--- src/rtl/sar_rd_pkg.sv ---
package sar_rd_pkg;

  typedef enum logic [2:0] {
    ST_IDLE,    // cnv low, sdi high, waiting for start
    ST_SEL,     // cnv high, sdi high for the programmed hold
    ST_WAIT,    // sdi low, watching the data line for completion
    ST_READ,    // generating serial clock, collecting bits
    ST_RELSDI,  // sdi back high, cnv still high
    ST_DROP,    // cnv low
    ST_DONE     // result or error strobe
  } rd_state_t;

endpackage

--- src/rtl/sar_rd_timer.sv ---
module sar_rd_timer #(
  parameter int CNT_W = 12
) (
  input  logic             clk,
  input  logic             rst_n,
  input  logic             clr,
  input  logic             en,
  output logic [CNT_W-1:0] cnt
);

  logic [CNT_W-1:0] cnt_q, cnt_d;

  // saturating up-counter; clear wins over enable
  always_comb begin
    cnt_d = cnt_q;
    if (clr)                    cnt_d = '0;
    else if (en && cnt_q != '1) cnt_d = cnt_q + 1'b1;
  end

  always_ff @(posedge clk or negedge rst_n) begin
    if (!rst_n) cnt_q <= '0;
    else        cnt_q <= cnt_d;
  end

  assign cnt = cnt_q;

endmodule

--- src/rtl/sar_rd_clkdiv.sv ---
module sar_rd_clkdiv #(
  parameter int DIV_W = 8
) (
  input  logic             clk,
  input  logic             rst_n,
  input  logic             clr,
  input  logic             en,
  input  logic [DIV_W-1:0] half,
  output logic             tick
);

  logic [DIV_W-1:0] cnt_q, cnt_d;
  logic [DIV_W-1:0] half_eff;

  assign half_eff = (half == '0) ? DIV_W'(1) : half;
  assign tick     = en && (cnt_q == half_eff - 1'b1);

  always_comb begin
    cnt_d = cnt_q;
    if (clr)       cnt_d = '0;
    else if (tick) cnt_d = '0;
    else if (en)   cnt_d = cnt_q + 1'b1;
  end

  always_ff @(posedge clk or negedge rst_n) begin
    if (!rst_n) cnt_q <= '0;
    else        cnt_q <= cnt_d;
  end

endmodule

--- src/rtl/sar_rd_shreg.sv ---
module sar_rd_shreg #(
  parameter int DATA_W = 18
) (
  input  logic              clk,
  input  logic              rst_n,
  input  logic              en,
  input  logic              din,
  output logic [DATA_W-1:0] q
);

  logic [DATA_W-1:0] q_q, q_d;

  // first bit in ends up in the top position
  always_comb begin
    q_d = q_q;
    if (en) q_d = {q_q[DATA_W-2:0], din};
  end

  always_ff @(posedge clk or negedge rst_n) begin
    if (!rst_n) q_q <= '0;
    else        q_q <= q_d;
  end

  assign q = q_q;

endmodule

--- src/rtl/sar_rd_ctrl.sv ---
module sar_rd_ctrl
  import sar_rd_pkg::*;
#(
  parameter int DATA_W = 18,
  parameter int CNT_W  = 12,
  parameter int DIV_W  = 8
) (
  input  logic              clk,
  input  logic              rst_n,
  input  logic              start,
  input  logic [CNT_W-1:0]  cfg_sdi_hold,
  input  logic [CNT_W-1:0]  cfg_conv_max,
  input  logic [DIV_W-1:0]  cfg_half,
  output logic              busy,
  output logic              valid,
  output logic              error,
  output logic [DATA_W-1:0] result,
  output logic              cnv,
  output logic              sdi,
  output logic              sck,
  input  logic              sdo
);

  localparam int BIT_W = $clog2(DATA_W);
  localparam logic [BIT_W-1:0] LAST_BIT = BIT_W'(DATA_W - 1);

  // reset: asserted asynchronously, released on the clock
  logic [1:0] rst_sync;
  logic       rst_i;

  always_ff @(posedge clk or negedge rst_n) begin
    if (!rst_n) rst_sync <= 2'b00;
    else        rst_sync <= {rst_sync[0], 1'b1};
  end
  assign rst_i = rst_sync[1];

  rd_state_t        st_q, st_d;
  logic             cnv_q, cnv_d;
  logic             sdi_q, sdi_d;
  logic             sck_q, sck_d;
  logic             err_q, err_d;
  logic [BIT_W-1:0] bit_q, bit_d;

  logic             tmr_clr, tmr_en;
  logic [CNT_W-1:0] tmr_cnt;
  logic             div_clr, div_en, div_tick;
  logic             sh_en;
  logic             hold_hit, tmo_hit;

  sar_rd_timer #(.CNT_W(CNT_W)) u_timer (
    .clk   (clk),
    .rst_n (rst_i),
    .clr   (tmr_clr),
    .en    (tmr_en),
    .cnt   (tmr_cnt)
  );

  sar_rd_clkdiv #(.DIV_W(DIV_W)) u_div (
    .clk   (clk),
    .rst_n (rst_i),
    .clr   (div_clr),
    .en    (div_en),
    .half  (cfg_half),
    .tick  (div_tick)
  );

  sar_rd_shreg #(.DATA_W(DATA_W)) u_shreg (
    .clk   (clk),
    .rst_n (rst_i),
    .en    (sh_en),
    .din   (sdo),
    .q     (result)
  );

  // timer holds the number of edges since cnv rose
  assign hold_hit = ((CNT_W+1)'(tmr_cnt) + (CNT_W+1)'(1)) >= (CNT_W+1)'(cfg_sdi_hold);
  assign tmo_hit  = ((CNT_W+1)'(tmr_cnt) + (CNT_W+1)'(1)) >= (CNT_W+1)'(cfg_conv_max);

  always_comb begin
    st_d    = st_q;
    cnv_d   = cnv_q;
    sdi_d   = sdi_q;
    sck_d   = sck_q;
    err_d   = err_q;
    bit_d   = bit_q;
    tmr_clr = 1'b0;
    tmr_en  = 1'b0;
    div_clr = 1'b0;
    div_en  = 1'b0;
    sh_en   = 1'b0;
    unique case (st_q)
      ST_IDLE: begin
        if (start) begin
          st_d    = ST_SEL;
          cnv_d   = 1'b1;
          sdi_d   = 1'b1;
          err_d   = 1'b0;
          tmr_clr = 1'b1;
        end
      end
      ST_SEL: begin
        tmr_en = 1'b1;
        if (hold_hit) begin
          st_d  = ST_WAIT;
          sdi_d = 1'b0;
        end
      end
      ST_WAIT: begin
        tmr_en = 1'b1;
        if (!sdo) begin
          st_d    = ST_READ;
          sck_d   = 1'b1;
          bit_d   = '0;
          div_clr = 1'b1;
        end else if (tmo_hit) begin
          st_d  = ST_RELSDI;
          sdi_d = 1'b1;
          err_d = 1'b1;
        end
      end
      ST_READ: begin
        div_en = 1'b1;
        if (div_tick) begin
          if (sck_q) begin
            sck_d = 1'b0;
          end else begin
            sh_en = 1'b1;
            if (bit_q == LAST_BIT) begin
              st_d  = ST_RELSDI;
              sdi_d = 1'b1;
            end else begin
              sck_d = 1'b1;
              bit_d = bit_q + 1'b1;
            end
          end
        end
      end
      ST_RELSDI: begin
        st_d  = ST_DROP;
        cnv_d = 1'b0;
      end
      ST_DROP: st_d = ST_DONE;
      ST_DONE: st_d = ST_IDLE;
      default: st_d = ST_IDLE;
    endcase
  end

  always_ff @(posedge clk or negedge rst_i) begin
    if (!rst_i) begin
      st_q  <= ST_IDLE;
      cnv_q <= 1'b0;
      sdi_q <= 1'b1;
      sck_q <= 1'b0;
      err_q <= 1'b0;
      bit_q <= '0;
    end else begin
      st_q  <= st_d;
      cnv_q <= cnv_d;
      sdi_q <= sdi_d;
      sck_q <= sck_d;
      err_q <= err_d;
      bit_q <= bit_d;
    end
  end

  assign cnv   = cnv_q;
  assign sdi   = sdi_q;
  assign sck   = sck_q;
  assign busy  = (st_q != ST_IDLE) && (st_q != ST_DONE);
  assign valid = (st_q == ST_DONE) && !err_q;
  assign error = (st_q == ST_DONE) && err_q;

endmodule

--- config.mk ---
export PLATFORM = sky130hd
export DESIGN_NAME = sar_rd_ctrl
export DESIGN_NICKNAME = d
export VERILOG_FILES = /design/src/rtl/sar_rd_pkg.sv /design/src/rtl/sar_rd_timer.sv /design/src/rtl/sar_rd_clkdiv.sv /design/src/rtl/sar_rd_shreg.sv /design/src/rtl/sar_rd_ctrl.sv
export SDC_FILE = /design/constraint.sdc
export NUM_CORES = 1
export LEC_CHECK = 0
export BUFFER_PORTS_ARGS = -buffer_cell sky130_fd_sc_hd__buf_4
export CAP_MARGIN = 0
export CORE_MARGIN = 4
export CORE_UTILIZATION = 40
export CTS_CLUSTER_DIAMETER = 50
export CTS_CLUSTER_SIZE = 12
export DETAILED_ROUTE_END_ITERATION = 8
export GPL_TIMING_DRIVEN = 0
export SYNTH_ARGS = -nofsm -noshare
export SYNTH_HDL_FRONTEND = slang
export SYNTH_HIERARCHICAL = 1
export SYNTH_SLANG_ARGS = --single-unit
--- constraint.sdc ---
create_clock -name clk -period 1.8 [get_ports clk]
set_input_delay 0.09 -clock clk [delete_from_list [all_inputs] [get_ports clk]]
set_output_delay 0.09 -clock clk [all_outputs]
set_load 0.02 [all_outputs]
==> flow_metrics.tcl <==
set metrics [dict create \
    ctsLongestPathBuffers 2 \
    p_per_area_nw_per_um2 880.7 \
    avgSynthCellArea_um2 9.770 \
    cts_tree "done" \
    rows 34 \
    violations "setup timing" \
    max_freq_mhz 343.7 \
    cp-start-kind "input port" \
    drtIter0Drc 83 \
    hold_class "in2async" \
    gp_congestion 0.7860 \
    post-route-drc-count 0 \
    grt_pass1_wl_um 14370 \
    final_cell_count_no_fill 597 \
    crit_path_max_incr_delay_ps 560 \
    die-area_um2 10780 \
    avgRoutedWirePerCell_um 14.99 \
    timing.final.crit_share_pct 161.6 \
    cp_cell_sequence "buf_8, or4_4, nor4_4, nor2_1, ha_2, xor2_1, o2111ai_1, a21oi_1, o311ai_2, nor4_4, and2_4, nor2b_4, buf_6, clkbuf_16, mux2_4" \
    grt-ovfl-total 0 \
    placed_area_um2 4333 \
    maxCapViolations 0 \
    yosysUniqueCellTypes 71 \
    die_x_um 103.8 \
    cp_common_cell "nor4_4" \
    vias 3177 \
    wl_um 8949 \
    htree_levels 2 \
    finalSetupViolations 44 \
    synth_area_um2 3674 \
    cp.arrival_ps 3110 \
    antenna_found_initial 0 \
    ys.flop_type "dfrtp_1" \
    pin_count 60 \
    fin_area_um2 5283 \
    fin_ws_ps -1109 \
    crit_family "simple AND/OR/NAND/NOR gates" \
    clk_pin_slew_ps 100 \
    critPathKind "in2reg" \
    synth-seq-area-share_pct 35.46 \
    synth_edf_count 0 \
    synth_seq_cells 52 \
    hold_viol 0 \
    core_um2 8848 \
    dp_hpwl_um 6129 \
    grt_usage_pct 15.58 \
    dr.pass1.iters 4 \
    syn_inst 376 \
    final_max_slew_viol_count 0 \
    rsz0062_at_grt "true" \
    ys_warn_count 6 \
    status "finished with violations" \
    clock_latency_ps 310 \
    relSlewSlack_pct 60.47 \
    diodes 0 \
    syn-num-nets 442 \
    p_leak_nw 2.489 \
    fillers 760 \
    worst_slew_pin_slew_ps 589.7 \
    io_buffers 58 \
    vias_per_cell 5.322 \
    numCtsBuffers 5 \
    cp.required_ps 2000 \
    placed_cells 543 \
    clock_skew_ps 3.226 \
    start_util_pct 41.52 \
    die_h_um 103.8 \
    end_kind "flip-flop" \
    cts_root_buf "clkbuf_8" \
    critPathBufInv 3 \
    async_flop_share_pct 100.0 \
    nets 554 \
    period_minus_slack_ps 2909 \
    cp_max_fo 5 \
    drive_above_1_share_pct 47.24 \
    crit_slowest_cell "or4_4" \
    cts_sinks 52 \
    antenna_left 0 \
    mostFrequentLayoutCells "buf_4 (95), dfrtp_1 (41), inv_1 (35)" \
    mostFrequentLayoutCell "buf_4" \
    vdd_drop_max_uv 420.8 \
    grt_max_degree 37 \
    grt_pass1_vias 3049 \
    area_growth_pct 43.80 \
]
path summary, 6_finish.rpt:
kind                            slack [ps]  cells after the start             to         from
worst min register to register         170                      0   u_shreg/q[4]  rst_sync[1]
worst max-delay path                 -1110                     15  u_shreg/q[14]  cfg_half[2]
worst max register to register       -1080                     14  u_shreg/q[14]      st_q[2]
worst min-delay path                    80                      2    rst_sync[1]        rst_n
min in group clk                        90                      3            cnv        start
max in group asynchronous             1060                      1            sdi  rst_sync[1]
where the power goes:
group	internal (mW)	total, mW	switching [mW]
clock	0.422	0.844	0.421
sequential	1.33	1.55	0.216
combinational	1.15	2.26	1.11
total	2.91	4.65	1.75
cell usage after synthesis, drive strengths merged (4+ instances only):
| library cell | n | share of area [%] |
|---|---|---|
| nor2b | 4 | 0.68 |
| mux2 | 20 | 7.3 |
| a21oi | 12 | 1.6 |
| buf | 5 | 1.6 |
| nand4 | 11 | 1.9 |
| mux2i | 4 | 1.1 |
| nor3 | 22 | 3.3 |
| nor2 | 29 | 3.0 |
| nand2b | 5 | 1.1 |
| o21ai | 12 | 1.6 |
| ha | 30 | 10 |
| nand3 | 16 | 2.5 |
| xor2 | 15 | 3.6 |
| nor4 | 6 | 1.8 |
| dfrtp | 51 | 35 |
| xnor2 | 15 | 3.6 |
| and3 | 5 | 0.89 |
| inv | 37 | 3.8 |
| nand2 | 20 | 2.0 |
| a21o | 5 | 1.1 |
registers in the layout, indices dropped and copies added, names as in the netlist:
signal and flops:
u_shreg/q 18, u_div/cnt_q 8, err_q 1, sck 1
st_q 3, bit_q 5, u_timer/cnt 12, sdi 1
cnv 1, rst_sync 2
per-layer routing:
| layer | GRT usage, % | wire length (um) | vias up |
|---|---|---|---|
| met4 | 3.134 | 78 | 0 |
| met5 | 0 | 0 | - |
| li1 | - | - | 1560 |
| met3 | 3.358 | 403 | 8 |
| met1 | 22.23 | 4132 | 1543 |
| met2 | 24.42 | 4334 | 66 |
through the flow:
stage | setup TNS (ps) | power, mW | hold WS (ps) | setup WS, ps | utilization (%)
after floorplan | -47940 | 2.748 | -205.6 | -1611 | -
after global placement | -80900 | 3.128 | -127.1 | -1952 | 48.73
after detailed placement | -61080 | 3.173 | -126.9 | -1960 | 48.97
after CTS | -39010 | 4.366 | 73.23 | -1252 | 54.30
after global routing | -41070 | 5.010 | 71.11 | -1275 | 59.70
final | -34860 | 4.652 | 80.08 | -1109 | 59.70
what timing repair did:
item                                    CTS  global route
buffers inserted                         19            25
gates cloned                              0             1
endpoints found under the setup margin   45            49
hold buffers                              1             0
endpoints found under the hold margin     2             0
pin swaps                                17            30
gates resized for setup                  42            54
final cells by class:
class / instances / area, um2 / area share [%]
plain buffers: 8 / 88.84 / 1.682
clock buffers: 5 / 68.82 / 1.303
clock inverters: 3 / 46.29 / 0.8764
inverters: 37 / 142.6 / 2.700
multi-input cells: 279 / 2613 / 49.46
flip-flops and latches: 52 / 1315 / 24.89
well taps: 108 / 135.1 / 2.558
repair buffers: 105 / 873.3 / 16.53
cell families after synthesis:
group                    after synthesis  share of synthesized area, %
AO/OA/AOI/OAI                         59                         11.96
XOR/XNOR                              30                         7.153
adder cells (fa/ha/maj)               30                         10.22
buffers and inverters                 45                         5.926
flip-flops                            52                         35.46
multiplexers                          24                         8.345
other                                  1                        0.1021
AND/OR/NAND/NOR                      135                         20.85
Power figures use the tool's default switching activity.
